==> src/rtl/bklt_pwm.sv <==
module bklt_pwm #(
  parameter int PSC_W = 10,
  parameter int PER_W = 12,
  parameter int HI_W  = 13,
  parameter int AW    = 8
) (
  input  logic          clk,
  input  logic          rst_n,
  input  logic          wr_en,
  input  logic          rd_en,
  input  logic [AW-1:0] addr,
  input  logic [31:0]   wdata,
  output logic [31:0]   rdata,
  output logic          pwm_out
);
  localparam logic [AW-1:0] A_EN  = AW'(8'h00);
  localparam logic [AW-1:0] A_CMT = AW'(8'h08);
  localparam logic [AW-1:0] A_BYP = AW'(8'h0C);
  localparam logic [AW-1:0] A_PSC = AW'(8'h10);
  localparam logic [AW-1:0] A_PH  = AW'(8'h14);

  logic             en_r, cmt_r, pend;
  logic [1:0]       byp_r;
  logic [PSC_W-1:0] s_psc, w_psc, pcnt;
  logic [PER_W-1:0] s_per, w_per, ccnt;
  logic [HI_W-1:0]  s_hi, w_hi;

  wire bypass    = byp_r == 2'b11;
  wire wr_psc    = wr_en && addr == A_PSC;
  wire wr_ph     = wr_en && addr == A_PH;
  wire wr_cmt    = wr_en && addr == A_CMT;
  wire tick      = pcnt >= w_psc;
  wire end_cycle = tick && ccnt >= w_per;
  wire apply     = pend && (end_cycle || !en_r);

  assign pwm_out = en_r && (HI_W'(ccnt) < w_hi);

  always_ff @(posedge clk) begin
    if (!rst_n) begin
      en_r  <= 1'b0;
      cmt_r <= 1'b0;
      pend  <= 1'b0;
      byp_r <= '0;
      s_psc <= '0;
      s_per <= '0;
      s_hi  <= '0;
      w_psc <= '0;
      w_per <= '0;
      w_hi  <= '0;
      pcnt  <= '0;
      ccnt  <= '0;
      rdata <= '0;
    end else begin
      if (wr_en && addr == A_EN)  en_r  <= wdata[0];
      if (wr_en && addr == A_BYP) byp_r <= wdata[1:0];
      if (wr_cmt) cmt_r <= wdata[0];
      if (apply) pend <= 1'b0;
      if (wr_cmt && cmt_r && !wdata[0]) pend <= 1'b1;

      if (wr_psc) s_psc <= wdata[16 +: PSC_W];
      if (wr_ph) begin
        s_per <= wdata[0 +: PER_W];
        s_hi  <= wdata[16 +: HI_W];
      end

      if (apply) begin
        w_psc <= s_psc;
        w_per <= s_per;
        w_hi  <= s_hi;
      end
      if (bypass && wr_psc) w_psc <= wdata[16 +: PSC_W];
      if (bypass && wr_ph) begin
        w_per <= wdata[0 +: PER_W];
        w_hi  <= wdata[16 +: HI_W];
      end

      if (!en_r) begin
        pcnt <= '0;
        ccnt <= '0;
      end else if (tick) begin
        pcnt <= '0;
        ccnt <= end_cycle ? '0 : ccnt + 1'b1;
      end else begin
        pcnt <= pcnt + 1'b1;
      end

      if (rd_en) begin
        rdata <= '0;
        case (addr)
          A_EN:  rdata[0]            <= en_r;
          A_CMT: rdata[0]            <= cmt_r;
          A_BYP: rdata[1:0]          <= byp_r;
          A_PSC: rdata[16 +: PSC_W]  <= s_psc;
          A_PH: begin
            rdata[0 +: PER_W] <= s_per;
            rdata[16 +: HI_W] <= s_hi;
          end
          default: ;
        endcase
      end
    end
  end
endmodule


==> config.mk <==
export PLATFORM = sky130hd
export DESIGN_NAME = bklt_pwm
export DESIGN_NICKNAME = d
export VERILOG_FILES = /design/src/rtl/bklt_pwm.sv
export SDC_FILE = /design/constraint.sdc
export NUM_CORES = 1
export LEC_CHECK = 0
export BUFFER_PORTS_ARGS = -buffer_cell sky130_fd_sc_hd__buf_2
export CORE_ASPECT_RATIO = 1.25
export CORE_UTILIZATION = 63
export DETAILED_ROUTE_END_ITERATION = 8
export PLACE_DENSITY = 0.93
export SLEW_MARGIN = 20
export SYNTH_ARGS = -nofsm -noshare
export SYNTH_HDL_FRONTEND = slang
export SYNTH_SLANG_ARGS = --single-unit
==> constraint.sdc <==
create_clock -name clk -period 6.1 [get_ports clk]
set_input_delay 0.61 -clock clk [delete_from_list [all_inputs] [get_ports clk]]
set_output_delay 0.61 -clock clk [all_outputs]
set_load 0.02 [all_outputs]
==> flow_summary.yaml <==
run_status:
  status: "completed"
drt:
  detail_route.first_pass.iterations: 6
  drt_first_iter_violations: 671
  drt-vias-per-instance: 6.52
  num_vias: 5842
  ant_nets: 0
  wl_per_cell_microns: 18.8
  remaining_drc_errors: 0
  postRouteWirelength_microns: 16800
timing:
  report.final.hold_viol_count: 0
  grt_setup_unrepaired: "no"
  finalSetupViolCount: 0
  min_period_ns: 3.10
  max_clock_freq_mhz: 322
  max_slew_margin: 0.371
  worst_pin_slew_ns: 0.942
  period_share: 0.509
  setup-tns-final_ns: 0
  slew_viol_final: 0
  worst_clock_skew_ns: 0.00734
floorplan:
  number_of_top_level_pins: 77
  die_w_microns: 90.6
  initial_utilization: 0.646
  placeable_core_area_sq_um: 9560
  num_rows: 40
  chipHeight_microns: 113
  dieArea_sq_um: 10200
cells_and_area:
  number_of_antenna_repair_diodes: 0
  nFillCells: 583
  drive_gt1_frac: 0.175
  num-nets-final: 836
  flow.area_growth_from_synthesis_pct: 13.1
flow_run:
  drv_cap: 0
global_routing:
  grt_usage: 0.334
  grt.met1_usage: 0.402
  grt.met3_usage: 0.0833
  overflow_left_after_global_routing: 0
  grt_first_pass_wirelength_microns: 27200
  grt_pass1_vias: 5614
  grt.met2_usage: 0.539
  routing_layer_with_the_top_usage_in_global_route: "met2"
  maximum_number_of_pins_on_one_net_before_global_route_repair: 65
  grt_antenna_before_repair: 0
clock_network:
  cts.path.max_buffers: 2
  numClockSinks: 122
  cts_htree_levels: 4
  cts_made_buffers: 17
  cts-hold-fix-buffers: 0
  cts.repair.resized: 0
  post_cts.repair.setup_buffers: 0
  cts-root-buf: "clkbuf_16"
  clock_slew_at_the_register_clock_pins_of_the_worst_setup_and_hold_paths_ns: 0.06
  clock_tree_from_tritoncts: "done"
  insertion_delay_ns: 0.41
min_path:
  whs_path_depth: 3
  worstHoldPathType: "primary input to flip-flop"
  worstHoldStart: "wdata[5]"
  min_to: "w_per[5]"
setup_path:
  worst_r2r_path_depth: 8
  worstSetupEndpointType: "flip-flop"
  worst_r2r_endpoint: "w_per[0]"
  cp_slowest_stage_delay_ns: 0.83
  timing.critical_path.cells: "ha_1, a21o_1, a21oi_1, a211oi_2, nor4_4, buf_4, nor3_1, a311o_1"
  cp_arrival_ns: 3.41
  rr_startpoint: "ccnt[2]"
  path_buf_inv: 1
  worst_setup_path_start_kind: "flip-flop"
  crit_slowest_cell: "nor4_4"
  ff2ff_setup_slack_ns: 3.00
  crit_path_max_fanout: 20
  path_class: "flip-flop to flip-flop"
  required_ns: 6.40
  timing.critical_path.max_delay_family: "simple AND/OR/NAND/NOR gates"
synthesis:
  synth.most_common_cell: "dfxtp_1"
  syn_area_sq_um: 6180
  top_cell_type_s_share_of_synthesized_area: 0.395
  syn_inst: 719
  synth-edff-count: 0
  syn-mean-instance-area_sq_um: 8.59
  ys.warnings.count: 0
  yosysTopAreaCell: "dfxtp_1"
  ys_seq_area_frac: 0.395
  yosys.cell_types.count: 52
  synth-main-ff-cell: "dfxtp_1"
  yosys_register_bits: 122
  synth_common_cells: "dfxtp_1, nand2_1, nor2_1"
  asyncSetResetFlopFracSynth: 0
  netlist_top_cells_area: "dfxtp_1, ha_1, nand2_1, o211ai_1, a21oi_1"
placement:
  dp_hpwl_microns: 10100
  gpl.final_weighted_congestion: 0.893
  placement.io_buffers: 62
pwr:
  cellPowerDensity_nw_per_um2: 260
  design_power_total_uw: 1820
  total_leakage_power_uw: 0.00257
  worst_case_vdd_ir_drop_uv: 215
[cell usage in the layout (no fill, tap or decap), types with 26 or more instances in the layout]
cell type | netlist | layout
buf_2 | 13 | 62
nand2_1 | 112 | 112
dfxtp_1 | 122 | 122
nor2_1 | 52 | 52
ha_1 | 35 | 35
inv_1 | 37 | 37
o211ai_1 | 51 | 51
a21oi_1 | 50 | 50
o21ai_0 | 26 | 26
nand3_1 | 35 | 35
[per-stage QoR]
step	hold WS [ns]	std cells	setup slack [ns]	utilization	cell area, sq um
after floorplan	0.437	725	3.88	-	6200
after global placement	0.452	863	3.24	0.671	6410
after detailed placement	0.458	863	3.16	0.671	6420
after CTS	0.428	895	3.01	0.729	6970
after global routing	0.449	896	2.86	0.731	6990
final	0.429	896	3.00	0.731	6990
[metal layers]
metal  part of all wire  wire (microns)  vias up
li1                   -               -     2592
met1               0.37            6210     2740
met2               0.48            8160      404
met3              0.094            1580      106
met4              0.052             875        0
met5                  0               0        -
[where the power goes]
group          switching [uW]  internal (uW)
Combinational            49.0           21.0
Clock                     384            560
Sequential               2.30            801
[worst reg2reg max path: stages, from the launching register on]
cell      delay [ns]
dfxtp_1         0.54
ha_1            0.33
a21o_1          0.19
a21oi_1         0.19
a211oi_2        0.14
nor4_4          0.83
buf_4           0.38
nor3_1          0.10
a311o_1         0.29
[flip-flops by register name, indices dropped and copies added (netlist names)]
name and flops:
rdata 25, s_hi 13, byp_r 2, s_per 12
pcnt 10, w_per 12, w_psc 10, en_r 1
ccnt 12, pend 1, w_hi 13, cmt_r 1
s_psc 10
[cell type report]
type	instances	area, sq um	share of cell area
timing repair buffer	67	348	0.0498
sequential	122	2440	0.350
clock buffer	18	429	0.0614
inverter	38	144	0.0206
clock inverter	14	125	0.0179
tap	126	158	0.0226
multi-input combinational	511	3340	0.478
[kinds of logic (layout without fill, tap and decap cells)]
kind of cell / after synthesis / count (layout) / share of synthesized area
xor+xnor: 19 / 19 / 0.0269
other cells: 1 / 7 / 0.000607
compound gates: 188 / 188 / 0.217
mux: 14 / 14 / 0.0227
fa+ha+maj: 35 / 35 / 0.0709
flops: 122 / 122 / 0.395
simple gates: 248 / 248 / 0.197
buf+inv: 92 / 137 / 0.0695
[how the worst max path moves through the flow]
| stage | startpoint | end | depth (start not counted) | slack [ns] |
|---|---|---|---|---|
| 4_1_cts | ccnt[2] | w_per[0] | 8 | 3.01 |
| 6_report | ccnt[2] | w_per[0] | 8 | 3.00 |
| 5_1_grt | ccnt[2] | w_per[0] | 8 | 2.86 |
| 2_1_floorplan | ccnt[1] | pwm_out | 6 | 3.88 |
| 3_3_place_gp | ccnt[2] | w_per[0] | 8 | 3.24 |
| 3_5_place_dp | ccnt[2] | w_per[0] | 8 | 3.16 |
Note: power is estimated with default switching activity, not from simulation.
